### config.mk
export PLATFORM = sky130hd
export DESIGN_NAME = memmap_decoder
export DESIGN_NICKNAME = d
export VERILOG_FILES = /design/src/rtl/memmap_pkg.sv /design/src/rtl/memmap_region_decode.sv /design/src/rtl/memmap_access_gate.sv /design/src/rtl/memmap_bank_reg.sv /design/src/rtl/memmap_rdata_mux.sv /design/src/rtl/memmap_decoder.sv
export SDC_FILE = /design/constraint.sdc
export NUM_CORES = 1
export LEC_CHECK = 0
export BUFFER_PORTS_ARGS = -buffer_cell sky130_fd_sc_hd__buf_2
export CORE_UTILIZATION = 42
export DETAILED_ROUTE_END_ITERATION = 10
export PLACE_DENSITY = 0.92
export SYNTH_ARGS = -nofsm -noshare
export SYNTH_HDL_FRONTEND = slang
export SYNTH_HIERARCHICAL = 1
export SYNTH_SLANG_ARGS = --single-unit
### constraint.sdc
create_clock -name clk -period 5.98 [get_ports clk]
set_input_delay 0.598 -clock clk [delete_from_list [all_inputs] [get_ports clk]]
set_output_delay 0.598 -clock clk [all_outputs]
set_load 0.1 [all_outputs]
### src/rtl/memmap_pkg.sv
// Shared region and target codes for the memory map decoder.
// Assumes an eight-target layout; target codes index select bits and read lanes.
package memmap_pkg;

    localparam int NTGT  = 8;
    localparam int TGT_W = $clog2(NTGT);

    typedef enum logic [3:0] {
        RG_ROM0, RG_ROMX, RG_VRAM, RG_XRAM, RG_WRAM0, RG_WRAMX,
        RG_OAM, RG_GAP, RG_IO, RG_HRAM, RG_IE
    } region_e;

    localparam logic [TGT_W-1:0] TG_ROM0 = 3'd0;
    localparam logic [TGT_W-1:0] TG_ROMX = 3'd1;
    localparam logic [TGT_W-1:0] TG_VRAM = 3'd2;
    localparam logic [TGT_W-1:0] TG_XRAM = 3'd3;
    localparam logic [TGT_W-1:0] TG_WRAM = 3'd4;
    localparam logic [TGT_W-1:0] TG_OAM  = 3'd5;
    localparam logic [TGT_W-1:0] TG_IO   = 3'd6;
    localparam logic [TGT_W-1:0] TG_HRAM = 3'd7;

    // Map a region to its target code; gap and interrupt-enable have none.
    function automatic logic [TGT_W-1:0] region_target(region_e r);
        case (r)
            RG_ROM0:           return TG_ROM0;
            RG_ROMX:           return TG_ROMX;
            RG_VRAM:           return TG_VRAM;
            RG_XRAM:           return TG_XRAM;
            RG_WRAM0, RG_WRAMX: return TG_WRAM;
            RG_OAM:            return TG_OAM;
            RG_IO:             return TG_IO;
            RG_HRAM:           return TG_HRAM;
            default:           return '0;
        endcase
    endfunction

    function automatic logic region_has_target(region_e r);
        return (r != RG_GAP) && (r != RG_IE);
    endfunction

endpackage

### src/rtl/memmap_region_decode.sv
// Address classifier: turns a 16-bit CPU address into a region code and a
// local offset. Purely combinational; assumes OFF_W >= 14.
module memmap_region_decode
    import memmap_pkg::*;
#(
    parameter int OFF_W = 14
) (
    input  logic [15:0]      addr,
    output region_e          region,
    output logic [OFF_W-1:0] offset
);

    // Decode the top nibble, then split the last page by its low bits.
    always_comb begin
        region = RG_GAP;
        offset = '0;
        case (addr[15:12])
            4'h0, 4'h1, 4'h2, 4'h3: begin
                region = RG_ROM0;
                offset = OFF_W'(addr[13:0]);
            end
            4'h4, 4'h5, 4'h6, 4'h7: begin
                region = RG_ROMX;
                offset = OFF_W'(addr[13:0]);
            end
            4'h8, 4'h9: begin
                region = RG_VRAM;
                offset = OFF_W'(addr[12:0]);
            end
            4'hA, 4'hB: begin
                region = RG_XRAM;
                offset = OFF_W'(addr[12:0]);
            end
            4'hC, 4'hE: begin
                region = RG_WRAM0;
                offset = OFF_W'(addr[11:0]);
            end
            4'hD: begin
                region = RG_WRAMX;
                offset = OFF_W'(addr[11:0]);
            end
            default: begin
                if (addr[11:9] != 3'b111) begin
                    region = RG_WRAMX;
                    offset = OFF_W'(addr[11:0]);
                end else if (!addr[8]) begin
                    if (addr[7:0] < 8'hA0) begin
                        region = RG_OAM;
                        offset = OFF_W'(addr[7:0]);
                    end else begin
                        region = RG_GAP;
                    end
                end else if (!addr[7]) begin
                    region = RG_IO;
                    offset = OFF_W'(addr[6:0]);
                end else if (addr[6:0] != 7'h7F) begin
                    region = RG_HRAM;
                    offset = OFF_W'(addr[6:0]);
                end else begin
                    region = RG_IE;
                end
            end
        endcase
    end

endmodule

### src/rtl/memmap_access_gate.sv
// Permission check: decides whether the decoded region may be touched now,
// given the video mode and the fixed-ROM size. Assumes vmode is 0..3.
module memmap_access_gate
    import memmap_pkg::*;
#(
    parameter int OFF_W = 14
) (
    input  region_e          region,
    input  logic [OFF_W-1:0] offset,
    input  logic [1:0]       vmode,
    input  logic [OFF_W:0]   rom_top,
    output logic             allow
);

    // Blocked: video RAM in mode 3, object memory in modes 2-3, ROM past its size, gap.
    always_comb begin
        case (region)
            RG_VRAM: allow = (vmode != 2'd3);
            RG_OAM:  allow = !vmode[1];
            RG_ROM0: allow = ({1'b0, offset} < rom_top);
            RG_GAP:  allow = 1'b0;
            RG_IE:   allow = 1'b0;
            default: allow = 1'b1;
        endcase
    end

endmodule

### src/rtl/memmap_bank_reg.sv
// Switchable work-RAM bank register. A written 0 is stored as 1, so the
// switched half never aliases bank 0. Synchronous active-low reset to 1.
module memmap_bank_reg #(
    parameter int BANK_W = 3
) (
    input  logic              clk,
    input  logic              rst_n,
    input  logic              wr,
    input  logic [BANK_W-1:0] wdata,
    output logic [BANK_W-1:0] bank_q
);

    // Load the bank number, promoting 0 to 1.
    always_ff @(posedge clk) begin
        if (!rst_n)
            bank_q <= BANK_W'(1);
        else if (wr)
            bank_q <= (wdata == '0) ? BANK_W'(1) : wdata;
    end

endmodule

### src/rtl/memmap_rdata_mux.sv
// Read-data steering: returns the addressed target's lane, the
// interrupt-enable byte, or the open-bus value when the access is blocked.
module memmap_rdata_mux #(
    parameter int NT     = 8,
    parameter int DATA_W = 8,
    parameter int IDX_W  = $clog2(NT)
) (
    input  logic [NT*DATA_W-1:0] lanes,
    input  logic [IDX_W-1:0]     idx,
    input  logic                 hit,
    input  logic                 is_ie,
    input  logic [DATA_W-1:0]    ie_val,
    output logic [DATA_W-1:0]    rdata
);

    logic [DATA_W-1:0] lane_arr [NT];

    for (genvar i = 0; i < NT; i++) begin : g_lane
        assign lane_arr[i] = lanes[i*DATA_W +: DATA_W];
    end

    // Pick the lane, the internal byte, or all ones.
    always_comb begin
        if (hit)
            rdata = lane_arr[idx];
        else if (is_ie)
            rdata = ie_val;
        else
            rdata = '1;
    end

endmodule

### src/rtl/memmap_decoder.sv
// Banked memory map decoder top. Classifies the CPU address, applies video
// mode and ROM-size gating, drives one-hot selects, offset and bank, and
// steers read data back. State: work-RAM bank register and interrupt-enable byte.
module memmap_decoder
    import memmap_pkg::*;
#(
    parameter int DATA_W = 8,
    parameter int BANK_W = 3,
    parameter int OFF_W  = 14
) (
    input  logic                   clk,
    input  logic                   rst_n,
    input  logic [15:0]            cpu_addr,
    input  logic                   cpu_rd,
    input  logic                   cpu_wr,
    input  logic [DATA_W-1:0]      cpu_wdata,
    output logic [DATA_W-1:0]      cpu_rdata,
    input  logic                   bank_wr,
    input  logic [BANK_W-1:0]      bank_wdata,
    input  logic [1:0]             vmode,
    input  logic [OFF_W:0]         rom_top,
    input  logic [NTGT*DATA_W-1:0] tgt_rdata,
    output logic [NTGT-1:0]        tgt_sel,
    output logic [OFF_W-1:0]       tgt_off,
    output logic [BANK_W-1:0]      wram_bank,
    output logic                   tgt_wr
);

    region_e           region;
    logic [OFF_W-1:0]  offset;
    logic              allow;
    logic [TGT_W-1:0]  tidx;
    logic              hit;
    logic              is_ie;
    logic              access;
    logic [BANK_W-1:0] bank_q;
    logic [DATA_W-1:0] ie_q;

    memmap_region_decode #(.OFF_W(OFF_W)) u_decode (
        .addr   (cpu_addr),
        .region (region),
        .offset (offset)
    );

    memmap_access_gate #(.OFF_W(OFF_W)) u_gate (
        .region  (region),
        .offset  (offset),
        .vmode   (vmode),
        .rom_top (rom_top),
        .allow   (allow)
    );

    memmap_bank_reg #(.BANK_W(BANK_W)) u_bank (
        .clk    (clk),
        .rst_n  (rst_n),
        .wr     (bank_wr),
        .wdata  (bank_wdata),
        .bank_q (bank_q)
    );

    assign tidx   = region_target(region);
    assign hit    = allow && region_has_target(region);
    assign is_ie  = (region == RG_IE);
    assign access = cpu_rd || cpu_wr;

    // Interrupt-enable byte: cleared by reset, loaded by a CPU write to its address.
    always_ff @(posedge clk) begin
        if (!rst_n)
            ie_q <= '0;
        else if (cpu_wr && is_ie)
            ie_q <= cpu_wdata;
    end

    for (genvar i = 0; i < NTGT; i++) begin : g_sel
        assign tgt_sel[i] = access && hit && (tidx == TGT_W'(i));
    end

    assign tgt_off = offset;
    assign tgt_wr  = cpu_wr && hit;

    // Bank shown to work RAM: 0 for the fixed half, the register for the switched half.
    always_comb begin
        case (region)
            RG_WRAMX: wram_bank = bank_q;
            default:  wram_bank = '0;
        endcase
    end

    memmap_rdata_mux #(.NT(NTGT), .DATA_W(DATA_W)) u_mux (
        .lanes  (tgt_rdata),
        .idx    (tidx),
        .hit    (hit),
        .is_ie  (is_ie),
        .ie_val (ie_q),
        .rdata  (cpu_rdata)
    );

endmodule

==> flow_metrics.env <==
export IMPL_total_power_w=0.000465
export IMPL_antenna_cells=0
export IMPL_clk_latency_ps=240
export IMPL_comb_power_share=0.680
export IMPL_finalCriticalPeriod_ps=4920
export IMPL_crit_fanout=10
export IMPL_clkPwrFrac=0.159
export IMPL_powerDensity_nw_per_um2=166
export IMPL_fin_skew_ps=0
export IMPL_fin_crit_sh=0.822
export IMPL_seq_area_frac_synth=0.110
export IMPL_core_area_sq_um=4470
export IMPL_rows=24
export IMPL_post_cts_resized=0
export IMPL_max_stage_delay_ps=670
export IMPL_synth_cell_types=58
export IMPL_cts_sinks=11
export IMPL_end_kind="primary output"
export IMPL_p_int_w=0.000218
export IMPL_h_tree_depth=1
export IMPL_crit_family="compound AO/OA/AOI/OAI gates"
export IMPL_die_area_sq_um=5070
export IMPL_slew_headroom=0.287
export IMPL_ys_ff_latch=11
export IMPL_firstDrtPassIters=10
export IMPL_ctsHoldBuffers=0
export IMPL_numPortBuffers=146
export IMPL_hpwl_um=5460
export IMPL_hold_violations=0
export IMPL_design_area_sq_um=2800
export IMPL_grt_pass1_wl_um=10200
export IMPL_final_cell_mix="146 x buf_2, 26 x mux2i_1, 25 x nand2_1"
export IMPL_drive_above_1_share=0.482
export IMPL_mostFrequentLayoutCell="buf_2"
export IMPL_synth_top_flop_cell="dfxtp_1"
export IMPL_start_util=0.449
export IMPL_synth_edf_count=0
export IMPL_syn_area_sq_um=2010
export IMPL_wl_per_cell_um=14.3
export IMPL_root_buffer="clkbuf_8"
export IMPL_instances_no_fill=450
export IMPL_critPathRequiredTime_ps=5380
export IMPL_clk_pin_slew_ps=50
export IMPL_synthArstFlopShare=0
export IMPL_syn_instance_count=257
export IMPL_gp_congestion=0.829
export IMPL_grt_max_degree=27
export IMPL_hold_path_class="reg2reg"
export IMPL_cts_buffers=3
export IMPL_switching_share=0.531
export IMPL_failed_checks="design-rule violations"
export IMPL_worst_setup_path_start_kind="primary input"
export IMPL_leakagePower_nw=1.45
export IMPL_ios=147
export IMPL_worst_ir_drop_vdd_mv=0.116
export IMPL_yosysWarnings=6
export IMPL_avgSynthCellArea_sq_um=7.82
export IMPL_gr_usage_all_layers=0.251
export IMPL_tns_ps=0
export IMPL_fin_nets=525
export IMPL_areaGrowthSynthToFinish_pct=39.3
export IMPL_path_class="in2out"
export IMPL_die_height_um=71.2
export IMPL_crit_buf_inv=2
export IMPL_outcome="complete, but fails checks"
export IMPL_utilization=0.626
export IMPL_drt_wl_total_um=6440
export IMPL_pwr_share_seq=0.162
export IMPL_path_cells="buf_2, nand4_4, nor3_4, a21boi_2, ha_1, a211oi_1, o21ai_0, a21oi_1, a2111oi_0, o22ai_1, a21boi_1, nand2b_1, nor2_1, a21oi_1, buf_2"
export IMPL_overflow=0
export IMPL_max_freq_mhz=203
export IMPL_maxCapViolations=0
export IMPL_drc=13
export IMPL_ant_nets=0
export IMPL_antenna_found_initial=0
export IMPL_cts_tree="yes"
export IMPL_place_inst=446
export IMPL_rsz0062_at_grt="false"
export IMPL_tightestPinTransition_ps=1070
export IMPL_arrival_ps=4320
export IMPL_slowest_stage="a21boi_1"
export IMPL_cts_path_max_buffers=2
export IMPL_drt_iter0_markers=110
export IMPL_syn_nets=383
export IMPL_grt_pass1_vias=2421
export IMPL_switchingPower_w=0.000247
export IMPL_vias=2479
export IMPL_setup_viol=0
export IMPL_cts_setup_buffers=0
export IMPL_dpl_cell_area_sq_um=2760
export IMPL_maxSlewViolCount=0
export IMPL_die_x_um=71.2
export IMPL_viasPerCell=5.51
[through the flow]
stage,worst slack (ps),hold WS (ps)
detailed placement,1140,453
global route,779,487
finish,1060,462
CTS,1140,461
floorplan,-137,435
global placement,1210,443
[power groups by stage]
stage	Clock [W]	Sequential, W	Combinational, W
floorplan	0	0.0000764	0.000242
CTS	0.0000751	0.0000751	0.000315
detailed placement	0	0.0000765	0.000314
global route	0.0000792	0.0000751	0.000333
global placement	0	0.0000765	0.000309
finish	0.0000737	0.0000751	0.000316
[final cells by class]
class,count,area [sq um]
tap,52,65.1
multi-input combinational,214,1630
timing repair buffer,151,768
clock buffer,4,45.0
sequential,11,220
fill,391,1670
inverter,18,67.6
[worst min-delay path, cell delays in order, from the launching register on]
cell	delay, ps
dfxtp_1	300
nand2_1	50
mux2i_1	60
[layer usage]
metal | part of all wire | GRT usage | vias up | wire length [um]
li1 | - | - | 1228 | -
met1 | 0.38 | 0.254 | 1103 | 2440
met2 | 0.52 | 0.496 | 134 | 3320
met3 | 0.085 | 0.0613 | 14 | 549
met4 | 0.020 | 0.0778 | 0 | 132
met5 | 0 | 0 | - | 0
[synth_stat cells (2+ instances only)]
library cell	instances	area, sq um
a211oi_1	2	15.0
a21boi_1	6	45.0
a21o_1	2	15.0
a21oi_1	17	85.1
a221o_1	8	80.1
a31oi_1	2	12.5
and2_1	4	25.0
and3_1	2	12.5
buf_1	2	7.51
buf_12	2	40.0
buf_2	2	10.0
buf_4	2	15.0
buf_6	4	45.0
clkbuf_1	2	7.51
dfxtp_1	11	220
ha_1	13	163
inv_1	18	67.6
mux2_2	16	180
mux2i_1	26	260
nand2_1	25	93.8
nand2b_1	3	18.8
nand3_1	3	15.0
nand3b_1	2	15.0
nand4_1	3	18.8
nor2_1	22	82.6
nor2_4	2	22.5
nor2b_1	6	37.5
nor3_1	4	20.0
nor3b_1	2	15.0
o21a_1	3	22.5
o21ai_0	6	30.0
o22ai_1	9	56.3
[worst paths after layout]
| check | cells past startpoint | startpoint | slack, ps | endpoint |
|---|---|---|---|---|
| worst max-delay path | 15 | cpu_addr[15] | 1060 | cpu_rdata[6] |
| worst min register to register | 2 | ie_q[5] | 460 | ie_q[5] |
| worst min-delay path | 2 | ie_q[5] | 460 | ie_q[5] |
| worst max register to register | 2 | ie_q[4] | 5350 | ie_q[4] |
[logic make-up after synthesis]
kind of cell,share of synthesized area
buffers and inverters,0.0958
adder cells (fa/ha/maj),0.0809
AO/OA/AOI/OAI,0.235
AND/OR/NAND/NOR,0.259
flip-flops,0.110
multiplexers,0.219
[flip-flops by register name, summed over array words and instances (netlist names)]
signal / count
ie_q: 8
u_bank/bank_q: 3
Power figures use the tool's default switching activity.
